File: src/rtl/pedsub_pkg.sv
package pedsub_pkg;
  localparam int SMP_W  = 10;
  localparam int OUT_W  = 8;
  localparam int DIFF_W = SMP_W + 2;

  typedef struct packed {
    logic                     vld;
    logic signed [DIFF_W-1:0] diff;
  } s1_t;
endpackage

File: src/rtl/pedsub_ped_mem.sv
module pedsub_ped_mem
  import pedsub_pkg::*;
#(
  parameter int NCH  = 16,
  parameter int SH_W = 3,
  localparam int CH_W  = $clog2(NCH),
  localparam int ACC_W = SMP_W + (1 << SH_W) - 1
) (
  input  logic             clk,
  input  logic             rst_n,
  input  logic [CH_W-1:0]  chan,
  input  logic [SH_W-1:0]  shift,
  input  logic             we,
  input  logic [SMP_W-1:0] wsample,
  output logic [SMP_W-1:0] ped
);
  localparam logic [ACC_W-1:0] MAXP = ACC_W'((1 << SMP_W) - 1);

  logic [ACC_W-1:0] acc_q [NCH];
  logic [ACC_W-1:0] acc_d [NCH];
  logic [ACC_W-1:0] shifted;
  logic [ACC_W:0]   sum;

  always_comb begin
    shifted = acc_q[chan] >> shift;
    ped     = (shifted > MAXP) ? SMP_W'(MAXP) : shifted[SMP_W-1:0];
  end

  always_comb begin
    sum = {1'b0, acc_q[chan]} - (ACC_W+1)'(ped) + (ACC_W+1)'(wsample);
    for (int i = 0; i < NCH; i++) acc_d[i] = acc_q[i];
    if (we) acc_d[chan] = sum[ACC_W-1:0];
  end

  always_ff @(posedge clk or negedge rst_n) begin
    if (!rst_n) begin
      for (int i = 0; i < NCH; i++) acc_q[i] <= '0;
    end else begin
      for (int i = 0; i < NCH; i++) acc_q[i] <= acc_d[i];
    end
  end

  // an entry that is not written keeps its value
  for (genvar g = 0; g < NCH; g++) begin : g_hold
    p_hold_r8: assert property (@(posedge clk) disable iff (!rst_n)
      !(we && chan == CH_W'(g)) |=> $stable(acc_q[g]))
      else $error("accumulator %0d changed without a write", g);
  end
endmodule

File: src/rtl/pedsub_sub_stage.sv
module pedsub_sub_stage
  import pedsub_pkg::*;
(
  input  logic             clk,
  input  logic             rst_n,
  input  logic             v_in,
  input  logic             drop,
  input  logic [SMP_W-1:0] sample,
  input  logic [SMP_W-1:0] corr,
  input  logic [SMP_W-1:0] ped,
  input  logic             hdr_en,
  input  logic             sub_en,
  output s1_t              s1
);
  logic signed [DIFF_W-1:0] samp_s, corr_s, ped_s, fixed_s;
  s1_t s1_d, s1_q;

  always_comb begin
    samp_s  = $signed({2'b00, sample});
    corr_s  = $signed({{2{corr[SMP_W-1]}}, corr});
    ped_s   = $signed({2'b00, ped});
    fixed_s = hdr_en ? samp_s - corr_s : samp_s;
    s1_d.vld  = v_in && !drop;
    s1_d.diff = s1_q.diff;
    if (v_in) s1_d.diff = sub_en ? fixed_s - ped_s : fixed_s;
  end

  always_ff @(posedge clk or negedge rst_n) begin
    if (!rst_n) s1_q <= '0;
    else        s1_q <= s1_d;
  end

  assign s1 = s1_q;

  // with neither correction nor subtraction the raw sample passes
  p_pass_r4: assert property (@(posedge clk) disable iff (!rst_n)
    v_in && !sub_en && !hdr_en |=> s1_q.diff == $signed({2'b00, $past(sample)}))
    else $error("unsubtracted difference differs from sample");
endmodule

File: src/rtl/pedsub_scale_stage.sv
module pedsub_scale_stage
  import pedsub_pkg::*;
#(
  parameter int BIAS = 128
) (
  input  logic             clk,
  input  logic             rst_n,
  input  s1_t              s1,
  output logic             out_valid,
  output logic [OUT_W-1:0] out_data
);
  localparam int MAXO = (1 << OUT_W) - 1;
  localparam int HI   = MAXO - BIAS;
  localparam int LO   = -BIAS;

  logic signed [DIFF_W:0] bias_s, biased;
  logic [OUT_W-1:0] sat, data_d, data_q;
  logic             v_d, v_q;

  assign bias_s = BIAS[DIFF_W:0];

  always_comb begin
    biased = {s1.diff[DIFF_W-1], s1.diff} + bias_s;
    if (biased < 0)         sat = '0;
    else if (biased > MAXO) sat = OUT_W'(MAXO);
    else                    sat = biased[OUT_W-1:0];
    v_d    = s1.vld;
    data_d = s1.vld ? sat : data_q;
  end

  always_ff @(posedge clk or negedge rst_n) begin
    if (!rst_n) begin
      v_q    <= 1'b0;
      data_q <= '0;
    end else begin
      v_q    <= v_d;
      data_q <= data_d;
    end
  end

  assign out_valid = v_q;
  assign out_data  = data_q;

  p_sat_hi_r6: assert property (@(posedge clk) disable iff (!rst_n)
    s1.vld && s1.diff > HI |=> out_data == OUT_W'(MAXO))
    else $error("upper saturation missed");
  p_sat_lo_r6: assert property (@(posedge clk) disable iff (!rst_n)
    s1.vld && s1.diff < LO |=> out_data == '0)
    else $error("lower saturation missed");
endmodule

File: src/rtl/pedsub_rescale.sv
module pedsub_rescale
  import pedsub_pkg::*;
#(
  parameter int NCH  = 16,
  parameter int SH_W = 3,
  parameter int BIAS = 128,
  localparam int CH_W = $clog2(NCH)
) (
  input  logic             clk,
  input  logic             rst_n,
  input  logic             in_valid,
  input  logic [SMP_W-1:0] in_sample,
  input  logic [CH_W-1:0]  in_chan,
  input  logic             in_header,
  input  logic [SMP_W-1:0] hdr_corr,
  input  logic [SH_W-1:0]  avg_shift,
  input  logic             upd_en,
  input  logic             sub_en,
  input  logic             hdr_en,
  input  logic             zs_en,
  output logic             out_valid,
  output logic [OUT_W-1:0] out_data
);
  logic [SMP_W-1:0] ped;
  logic             mem_we;
  logic             drop;
  s1_t              s1;

  assign mem_we = in_valid && upd_en && !in_header;
  assign drop   = in_header && zs_en;

  pedsub_ped_mem #(.NCH(NCH), .SH_W(SH_W)) u_mem (
    .clk(clk), .rst_n(rst_n), .chan(in_chan), .shift(avg_shift),
    .we(mem_we), .wsample(in_sample), .ped(ped)
  );

  pedsub_sub_stage u_sub (
    .clk(clk), .rst_n(rst_n), .v_in(in_valid), .drop(drop),
    .sample(in_sample), .corr(hdr_corr), .ped(ped),
    .hdr_en(hdr_en), .sub_en(sub_en), .s1(s1)
  );

  pedsub_scale_stage #(.BIAS(BIAS)) u_scale (
    .clk(clk), .rst_n(rst_n), .s1(s1),
    .out_valid(out_valid), .out_data(out_data)
  );

  p_lat_r2: assert property (@(posedge clk) disable iff (!rst_n)
    in_valid && !drop |-> ##2 out_valid)
    else $error("accepted sample did not emerge after two edges");
  p_idle_r2: assert property (@(posedge clk) disable iff (!rst_n)
    !in_valid |-> ##2 !out_valid)
    else $error("output appeared for an idle slot");
  p_drop_r9: assert property (@(posedge clk) disable iff (!rst_n)
    in_valid && in_header && zs_en |-> ##2 !out_valid)
    else $error("suppressed header reached the output");
  p_hold_data_r2: assert property (@(posedge clk) disable iff (!rst_n)
    !out_valid |=> out_valid || $stable(out_data))
    else $error("output word moved without valid");
endmodule

File: config.mk
export PLATFORM = sky130hd
export DESIGN_NAME = pedsub_rescale
export DESIGN_NICKNAME = d
export VERILOG_FILES = /design/src/rtl/pedsub_pkg.sv /design/src/rtl/pedsub_ped_mem.sv /design/src/rtl/pedsub_sub_stage.sv /design/src/rtl/pedsub_scale_stage.sv /design/src/rtl/pedsub_rescale.sv
export SDC_FILE = /design/constraint.sdc
export NUM_CORES = 1
export LEC_CHECK = 0
export BUFFER_PORTS_ARGS = -buffer_cell sky130_fd_sc_hd__buf_2
export CAP_MARGIN = 10
export CORE_ASPECT_RATIO = 1.5
export CORE_MARGIN = 2
export CORE_UTILIZATION = 44
export DETAILED_ROUTE_END_ITERATION = 6
export GPL_TIMING_DRIVEN = 0
export PLACE_DENSITY = 0.7
export SLEW_MARGIN = 10
export SYNTH_ARGS = -nofsm -noshare
export SYNTH_HDL_FRONTEND = slang
export SYNTH_SLANG_ARGS = --single-unit
File: constraint.sdc
create_clock -name clk -period 6.8 [get_ports clk]
set_input_delay 0.68 -clock clk [delete_from_list [all_inputs] [get_ports clk]]
set_output_delay 0.68 -clock clk [all_outputs]
set_load 0.02 [all_outputs]
# After elaboration in Yosys (flattened, before gate mapping)
# Cells that the tools add are included.
# word_totals
regBits,294
output_inout_bits,9
elab_cells,50
# op_classes
add_sub_neg,5
magnitude_cmp,5
n_shift,1
mux,11
n_bitwise,1
reduce_logical,7
# ops
cell,n
272-bit bitwise mux,1
17-bit binary-select mux with 4-bit select,1
17-bit demux with 4-bit select,1
17-bit 2-to-1 mux,3
12-bit 2-to-1 mux,2
17-bit by 10-bit adder with 17-bit output,1
"17-bit by 10-bit greater-than comparator with 1-bit output, second input constant",1
17-bit by 3-bit right shift with 17-bit output,1
17-bit by 10-bit subtractor with 17-bit output,1
8-bit 2-to-1 mux,2
"12-bit by 9-bit adder with 13-bit output, second input constant",1
"13-bit by 9-bit greater-than comparator with 1-bit output, second input constant",1
"13-bit by 1-bit < comparator with 1-bit output, second input constant",1
11-bit by 10-bit subtractor with 12-bit output,1
12-bit by 11-bit subtractor with 12-bit output,1
10-bit 2-to-1 mux,1
"5-bit >= comparator, second input constant",1
1-bit logical AND,5
"5-bit by 1-bit < comparator with 1-bit output, second input constant",1
4-bit inverter with 5-bit output,1
1-bit zero test,2

# Longest topological paths before layout
# Gate-level depths: netlist of the first run.
# logic_depth
ltp_word,10
ltp_mapped,31

# Modules after synthesis
# Synthesis of the first run repeated with hierarchy kept, for this count alone.
# hier_totals
hier_cells,1507
hier_area_um2,16050.4
# by_module_without_submodules
module,instances,cells_each,area_per_inst_um2
pedsub_ped_mem,1,1238,13865.8
pedsub_sub_stage,1,224,1706.6
pedsub_scale_stage,1,43,461.7
pedsub_rescale,1,2,16.3

# Least setup slack after synthesis of the first run
# No wires, ideal clock.
# synth_timing
path_kind,input to register
start,input port in_chan[0]
end,register u_mem.acc_q[185] (netlist bit)
arrival_time_ns,6.430
t_required_ns,6.731
path_slack_ns,0.300
cell_stages,29
path_cell_list,buf_6 -> buf_8 -> mux4_2 -> a22o_1 -> a221oi_2 -> a22oi_1 -> a221oi_4 -> o21ai_4 -> clkbuf_1 -> nor2_1 -> xor2_1 -> ha_1 -> ha_1 -> a21o_1 -> a21oi_1 -> o21bai_1 -> a21oi_1 -> o21bai_1 -> a21oi_1 -> o21bai_1 -> a21oi_1 -> o21bai_1 -> a21oi_1 -> o21bai_1 -> a311oi_1 -> clkbuf_1 -> clkbuf_1 -> nand2_1 -> nand3_1
# synth_between
elab_chain_len,10
elab_cells_between_ends,15
# synth_rtl
element,line,text
from (decl),pedsub_rescale.sv:13,"input logic [CH_W-1:0] in_chan,"
4-bit inverter with 5-bit output (implied by the code) *,"pedsub_ped_mem.sv:25, pedsub_ped_mem.sv:30, pedsub_ped_mem.sv:32",
17-bit binary-select mux with 4-bit select,"pedsub_ped_mem.sv:25, pedsub_ped_mem.sv:30",
17-bit 2-to-1 mux (implied by the code) (2 in a row),"pedsub_ped_mem.sv:25, pedsub_ped_mem.sv:30",
17-bit by 3-bit right shift with 17-bit output,pedsub_ped_mem.sv:25,shifted = acc_q[chan] >> shift;
17-bit by 10-bit greater-than comparator with 1-bit output,pedsub_ped_mem.sv:26,ped = (shifted > MAXP) ? SMP_W'(MAXP) : shifted[SMP_W-1:0];
10-bit 2-to-1 mux,pedsub_ped_mem.sv:26,
17-bit by 10-bit subtractor with 17-bit output,pedsub_ped_mem.sv:30,"sum = {1'b0, acc_q[chan]} - (ACC_W+1)'(ped) + (ACC_W+1)'(wsample);"
17-bit by 10-bit adder with 17-bit output,pedsub_ped_mem.sv:30,
272-bit bitwise mux *,pedsub_ped_mem.sv:32,if (we) acc_d[chan] = sum[ACC_W-1:0];
to (decl),pedsub_ped_mem.sv:19,logic [ACC_W-1:0] acc_q [NCH];
# Mark *: on every way between the ends. The rest lies on a longest branch, timed or not. The select of a mux whose other input is x is not followed.
# A chain may end at the register's enable or synchronous reset.

# Final worst setup path of the first run
# layout_timing
start,input port in_chan[0]
end,register u_mem.acc_q[135] (netlist bit)
# The elaborated chain is that of the path after synthesis.

==> flow_metrics.py, run 1 <==
metrics = {
    "timing": {
        "min_period_ps": 6560,
        "final-setup-viol-count": 0,
        "slew_viol_final": 0,
        "slew_headroom_pct": 28.03,
        "finalClockSkew_ps": 25.97,
        "finalCritPeriodShare_pct": 96.47,
        "grt_setup_unrepaired": "yes",
        "postLayoutSetupSlackWorst_ps": 240.0,
        "setup_tns_ps": 0,
        "maxClockFrequency_ghz": 0.1524,
        "worst_slew_pin_slew_ps": 1076,
        "final_hold_viol_count": 0,
    },
    "clock_network": {
        "htree_num_levels": 1,
        "cts.reportedPaths.clkPinSlew_ps": 60,
        "root_buffer_cell": "sky130_fd_sc_hd__clkbuf_16",
        "cts_made_buffers": 30,
        "cts_sinks": 294,
        "cts_tree": "done",
        "clock_insertion_delay_worst_skew_ps": 610,
        "clk_path_buf_depth": 3,
    },
    "power_and_ir_drop": {
        "clockPowerShare_pct": 16.7,
        "power.share.combinational_pct": 54.1,
        "net-switching-power_w": 0.004773,
        "pwr-share-seq_pct": 29.2,
        "vdd_ir_drop_max_mv": 0.2932,
        "total_power_w": 0.009939,
        "p_sw_share_pct": 48.02,
        "p_leak_nw": 8.949,
        "power_per_unit_of_standard_cell_area_nw_per_um2": 510.8,
        "power.internal_w": 0.005166,
    },
    "place": {
        "port_buffer_count": 38,
        "routability_congestion_estimate": 0.9924,
        "dp_worst_setup_slack_ps": -2118,
        "place_area_sq_um": 18120,
        "hpwl_um": 44340,
    },
    "routing": {
        "routed-via-count": 15600,
        "dr.first_iter.drc_count": 1470,
        "postRouteWirelength_um": 59700,
        "detail_route.first_pass.iterations": 6,
        "wl_per_cell_um": 23.42,
        "drtAntennaViolNets": 0,
        "route.detailed.vias_per_inst": 6.118,
        "route.detailed.drc": 0,
    },
    "synth": {
        "synthesis.nets": 2020,
        "yosys_most_used_dff": "sky130_fd_sc_hd__dfrtp_1",
        "synthesis.area_per_instance_sq_um": 8.856,
        "synth_enable_flop_cells": 0,
        "synth_cell_types": 83,
        "synth.yosys.warnings": 0,
        "synthArstFlopShare_pct": 100.0,
        "seq_area_frac_synth_pct": 42.80,
        "postSynthCellCount": 1941,
        "synth.ff_latch_count": 294,
        "post_synth_instance_area_sq_um": 17190,
    },
    "global_routing": {
        "grt_pass1_vias": 15490,
        "global_route.usage.total_pct": 29.40,
        "busiest_layer": "met2",
        "grt_use_met1_pct": 33.17,
        "global_route.overflow_total": 0,
        "grt_max_degree": 112,
        "groute.layer.met3.usage_pct": 4.327,
        "grt.met2_usage_pct": 48.80,
        "antenna_found_initial": 0,
        "global_route_wire_length_before_repair_um": 89960,
    },
    "die": {
        "die_height_um": 246.1,
        "initial_core_utilization_pct": 44.61,
        "die_w_um": 165.4,
        "placement_rows": 88,
        "floorplan.io_pins": 44,
        "core_ar_sq_um": 38540,
        "design.die.area_sq_um": 40700,
    },
    "finish": {
        "fill_cells": 3592,
        "ratio_of_cells_with_drive_above_1_in_the_final_layout_pct": 12.41,
        "diodes": 0,
        "layout_common_cells": "sky130_fd_sc_hd__nand2_1 (496), sky130_fd_sc_hd__dfrtp_1 (294), sky130_fd_sc_hd__o21ai_0 (216)",
        "final_cell_area_sq_um": 19460,
        "final_net_count": 2111,
        "mostFrequentLayoutCell": "sky130_fd_sc_hd__nand2_1",
        "area.growth.synth_to_final_pct": 13.20,
    },
    "worst_hold_path": {
        "timing.hold.worst.class": "input port to register",
    },
    "critical_path": {
        "end_kind": "register",
        "criticalPathCategory": "input port to register",
        "crit_start_category": "input port",
        "crit_path_max_fanout": 10,
        "worst-endpoint-required_ps": 7270,
        "critPathArrivalTime_ps": 7030,
        "worst_path_largest_cell_delay_ps": 570,
        "critical-path-slowest-cell": "sky130_fd_sc_hd__mux4_2",
        "reg2reg_slack_ps": 370,
    },
    "run": {
        "drv_cap": 0,
    },
    "run_status": {
        "status": "complete, no violations",
    },
}
==> worst max-delay path: cells and delay by family <==
kind | cells | cell delay (ps)
fa+ha+maj | 3 | 880
simple gates | 3 | 300
buf+inv | 9 | 1450
compound gates | 17 | 3150
mux | 1 | 570
==> flip-flops by register name (all words and copies together) (netlist names) <==
register and count:
u_mem.acc_q 272, u_sub.s1 13, u_scale.out_data 8, u_scale.out_valid 1
==> cell families (layout without fill, tap and decap cells) <==
kind of cell	Yosys count	after routing	synth area share, %
AO/OA/AOI/OAI	454	454	16.54
XOR/XNOR	40	40	2.038
adder cells (fa/ha/maj)	44	44	3.334
buffers and inverters	198	311	4.855
flip-flops	294	294	42.80
multiplexers	128	128	10.52
AND/OR/NAND/NOR	783	783	19.92
==> power groups by stage <==
stage	clock (W)	combinational, W	sequential, W
after floorplan	0	0.00323	0.00281
after global placement	0	0.00474	0.00287
after detailed placement	0	0.00485	0.00291
after CTS	0.00167	0.00513	0.00289
after global routing	0.00173	0.00576	0.00298
final	0.00166	0.00538	0.00290
==> worst paths after layout <==
| kind | cells after the start | startpoint | to |
|---|---|---|---|
| max in group asynchronous | 5 | rst_n | u_mem.acc_q[82]$_DFFE_PN0P_ |
| min in group asynchronous | 2 | rst_n | u_mem.acc_q[243]$_DFFE_PN0P_ |
| worst min-delay path | 2 | zs_en | u_sub.s1[12]$_DFF_PN0_ |
| worst max register to register | 29 | u_mem.acc_q[113]$_DFFE_PN0P_ | u_mem.acc_q[135]$_DFFE_PN0P_ |
| worst min register to register | 0 | u_sub.s1[12]$_DFF_PN0_ | u_scale.out_valid$_DFF_PN0_ |
| worst max-delay path | 33 | in_chan[0] | u_mem.acc_q[135]$_DFFE_PN0P_ |
==> what timing repair did <==
item | CTS | global route
endpoints found under the hold margin | 44 | 0
buffers inserted | 13 | 6
setup endpoints to repair | 116 | 116
hold buffers | 1 | 0
resized for setup | 25 | 32
pin swaps | 7 | 5
==> cell usage after synthesis (30+ instances only) <==
master	number	area [sq um]
sky130_fd_sc_hd__nor2_1	80	300.3
sky130_fd_sc_hd__mux4_2	38	855.8
sky130_fd_sc_hd__a21oi_1	74	370.4
sky130_fd_sc_hd__nor3_1	35	175.2
sky130_fd_sc_hd__nand3_1	68	340.3
sky130_fd_sc_hd__dfrtp_1	294	7357
sky130_fd_sc_hd__inv_1	57	214.0
sky130_fd_sc_hd__clkbuf_1	108	405.4
sky130_fd_sc_hd__o21ai_0	216	1081
sky130_fd_sc_hd__mux2i_1	73	730.7
sky130_fd_sc_hd__xnor2_1	30	262.8
sky130_fd_sc_hd__ha_1	41	513.0
sky130_fd_sc_hd__nand2_1	496	1862
==> area by class of cell <==
cell class | count | area, sq um | share of cell area (%)
tap | 495 | 619.3 | 3.183
buffer | 134 | 640.6 | 3.292
sequential | 294 | 7357 | 37.81
clock buffer | 40 | 838.3 | 4.308
inverter | 61 | 229.0 | 1.177
multi-input combinational | 1449 | 9176 | 47.15
clock inverter | 14 | 140.1 | 0.7201
timing repair buffer | 62 | 459.2 | 2.360
==> layer usage <==
metal	vias to the layer above	wire length, um
met4	0	5845
met3	252	4291
met2	781	28500
met1	7603	21060
li1	6960	-
met5	-	0
==> through the flow <==
stage / std cells / hold WS (ps) / utilization, %
global route: 2549 / 266.7 / 50.50
detailed placement: 2478 / 368.8 / 47.02
floorplan: 1941 / 352.0 / -
finish: 2549 / 264.6 / 50.50
global placement: 2474 / 366.3 / 46.71
CTS: 2543 / 255.5 / 50.15
No activity file was read; power rests on OpenSTA's default activity.
==> inputs of run 2 (changes only) <==
Settings changed: ABC_AREA set to 1, PLACE_DENSITY 0.7 to unset, SYNTH_HIERARCHICAL set to 1.
==> flow_metrics.py, run 2 <==
metrics = {
    "critical_path": {
        "end_kind": "register",
        "crit_start_category": "input port",
        "critical-path-slowest-cell": "sky130_fd_sc_hd__fa_1",
        "criticalPathCategory": "input port to register",
        "worst_path_largest_cell_delay_ps": 600,
        "critPathArrivalTime_ps": 6680,
        "critical-path-top-cell-by-count": "sky130_fd_sc_hd__nand2_1",
        "crit_path_max_fanout": 10,
        "timing.critical_path.buf_inv": 5,
        "critical-path-top-delay-family": "simple AND/OR/NAND/NOR gates",
        "worst-endpoint-required_ps": 7240,
    },
    "finish": {
        "ratio_of_cells_with_drive_above_1_in_the_final_layout_pct": 7.033,
        "final_core_util_pct": 49.84,
        "diodes": 0,
        "fill_cells": 3818,
        "final_cell_area_sq_um": 18720,
        "largest-register": "u_mem/acc_q",
        "final_net_count": 2536,
        "layout_common_cells": "sky130_fd_sc_hd__nand2_1 (1,076), sky130_fd_sc_hd__dfrtp_1 (294), sky130_fd_sc_hd__o21ai_0 (228)",
        "post_layout_nonfiller_instances": 2963,
        "mostFrequentLayoutCell": "sky130_fd_sc_hd__nand2_1",
        "largest_reg_flops": 272,
        "area.growth.synth_to_final_pct": 11.68,
    },
    "worst_hold_path": {
        "timing.hold.worst.class": "input port to register",
    },
    "place": {
        "hpwl_um": 44050,
        "routability_congestion_estimate": 0.9575,
        "port_buffer_count": 40,
        "placedCellCount": 2904,
        "place_area_sq_um": 17660,
    },
    "power_and_ir_drop": {
        "vdd_ir_drop_max_mv": 0.2645,
        "power_per_unit_of_standard_cell_area_nw_per_um2": 397.3,
        "p_leak_nw": 10.02,
    },
    "synth": {
        "synth_common_cells": "sky130_fd_sc_hd__nand2_1 (1,076), sky130_fd_sc_hd__dfrtp_1 (294), sky130_fd_sc_hd__o21ai_0 (228)",
        "synth.ff_latch_count": 294,
        "synth_cell_types": 43,
        "yosys.area_share.xor_xnor_pct": 0.9257,
        "seq_area_frac_synth_pct": 43.90,
        "postSynthCellCount": 2372,
        "synthesis.area_per_instance_sq_um": 7.066,
        "post-synth-top-count-cell": "sky130_fd_sc_hd__nand2_1",
        "synthArstFlopShare_pct": 100.0,
        "synth_top_area_share_pct": 43.90,
        "post_synth_instance_area_sq_um": 16760,
        "synth-simple-area-share_pct": 33.28,
        "synth.yosys.warnings": 6,
        "synth_top_cells_by_area": "sky130_fd_sc_hd__dfrtp_1 (44%), sky130_fd_sc_hd__nand2_1 (24%), sky130_fd_sc_hd__o21ai_0 (6.8%)",
        "post_synth_fa_ha_maj_area_fraction_pct": 4.420,
        "synth_compound_area_share_pct": 10.04,
        "yosys_most_used_dff": "sky130_fd_sc_hd__dfrtp_1",
        "synth_enable_flop_cells": 0,
        "synth_top_family_by_area": "simple AND/OR/NAND/NOR gates",
        "synth_largest_area_cell": "sky130_fd_sc_hd__dfrtp_1",
        "synthesis.nets": 2459,
        "synth_mux_area_share_pct": 0,
    },
    "timing": {
        "maxClockFrequency_ghz": 0.1603,
        "final-setup-viol-count": 0,
        "slew_headroom_pct": 14.23,
        "min_period_ps": 6237,
        "final_hold_viol_count": 0,
        "slew_viol_final": 0,
        "worst_slew_pin_slew_ps": 1282,
        "grt_setup_unrepaired": "no",
        "finalCritPeriodShare_pct": 91.72,
        "finalClockSkew_ps": 25.41,
    },
    "global_routing": {
        "global_route.overflow_total": 0,
        "global_route_wire_length_before_repair_um": 91270,
        "grt_max_degree": 104,
        "grt_pass1_vias": 15650,
        "antenna_found_initial": 0,
        "global_route.usage.total_pct": 30.27,
    },
    "routing": {
        "route.detailed.vias_per_inst": 5.457,
        "dr.first_iter.drc_count": 1246,
        "routed-via-count": 16170,
        "detail_route.first_pass.iterations": 5,
        "wl_per_cell_um": 20.18,
        "postRouteWirelength_um": 59800,
        "drtAntennaViolNets": 0,
        "route.detailed.drc": 0,
    },
    "run_status": {
        "status": "complete, no violations",
    },
    "clock_network": {
        "clk_path_buf_depth": 3,
        "cts_tree": "done",
        "cts.reportedPaths.clkPinSlew_ps": 60,
        "root_buffer_cell": "sky130_fd_sc_hd__clkbuf_16",
        "htree_num_levels": 1,
        "cts_made_buffers": 31,
        "clock_insertion_delay_worst_skew_ps": 600,
        "cts_sinks": 294,
    },
    "die": {
        "die_height_um": 243.0,
        "floorplan.io_pins": 44,
        "die_w_um": 163.4,
        "design.die.area_sq_um": 39700,
        "placement_rows": 87,
        "initial_core_utilization_pct": 44.63,
        "core_ar_sq_um": 37550,
    },
    "run": {
        "drv_cap": 0,
    },
}
==> run 2: repair_timing <==
item                                   CTS  global route
buffers inserted                         0             0
hold buffers                             1             0
gates resized for setup                  0             0
endpoints found under the hold margin   41             0
==> run 2: cell type report <==
class	count	area, sq um	share of cell area [%]
buffer	117	544.3	2.908
sequential	294	7357	39.30
tap	489	611.8	3.269
clock inverter	10	143.9	0.7687
inverter	187	701.9	3.750
clock buffer	48	899.6	4.806
timing repair buffer	44	302.8	1.618
multi-input combinational	1774	8157	43.58
==> run 2: cells by family (layout without fill, tap and decap cells) <==
group                      Yosys count  in the layout
DFF                                294            294
adders and majority gates           52             52
AOI/OAI and AO/OA                  322            322
xor gates and xnor gates            16             16
and+or+nand+nor                   1384           1384
buffers and inverters              304            406
==> run 2: routing by layer <==
layer	vias up	GRT usage (%)	part of all wire, %
li1	7671	-	-
met2	581	51.65	49
met4	0	19.83	7.5
met5	-	0	0
met1	7719	36.10	38
met3	199	2.768	5.0
==> run 2: worst min-delay path, stage by stage <==
cell                      delay (ps)
sky130_fd_sc_hd__buf_2            70
sky130_fd_sc_hd__nand2_1          40
sky130_fd_sc_hd__inv_1            50
sky130_fd_sc_hd__nor2_1           40
==> run 2: worst paths after layout <==
kind                                              startpoint                      endpoint  slack (ps)  cells after the start
worst max-delay path                              in_chan[0]  u_mem/acc_q[248]$_DFFE_PN0P_         560                     29
worst min-delay path                                   zs_en        u_sub/s1[12]$_DFF_PN0_         330                      4
worst max register to register  u_mem/acc_q[245]$_DFFE_PN0P_  u_mem/acc_q[248]$_DFFE_PN0P_        1390                     25
worst min register to register        u_sub/s1[12]$_DFF_PN0_   u_scale/out_valid$_DFF_PN0_         380                      0
max in group asynchronous                              rst_n  u_mem/acc_q[147]$_DFFE_PN0P_        4910                      4
min in group asynchronous                              rst_n  u_mem/acc_q[244]$_DFFE_PN0P_         560                      2
==> run 2: report_power, final <==
part	switching (W)	internal, W	total (W)
combinational	0.00212	0.000848	0.00296
clock	0.000736	0.00103	0.00176
sequential	0.000340	0.00237	0.00271
==> run 2: through the flow <==
| stage | hold slack [ps] | power, W | setup WS [ps] | TNS [ps] |
|---|---|---|---|---|
| 6_report | 330.9 | 0.007436 | 562.7 | 0 |
| 5_1_grt | 343.4 | 0.007938 | 189.7 | 0 |
| 4_1_cts | 308.6 | 0.007449 | 602.4 | 0 |
| 3_5_place_dp | 365.8 | 0.005667 | -30.96 | -72.46 |
| 3_3_place_gp | 365.9 | 0.005605 | -631.4 | -174650 |
| 2_1_floorplan | 360.9 | 0.004602 | 2238 | 0 |
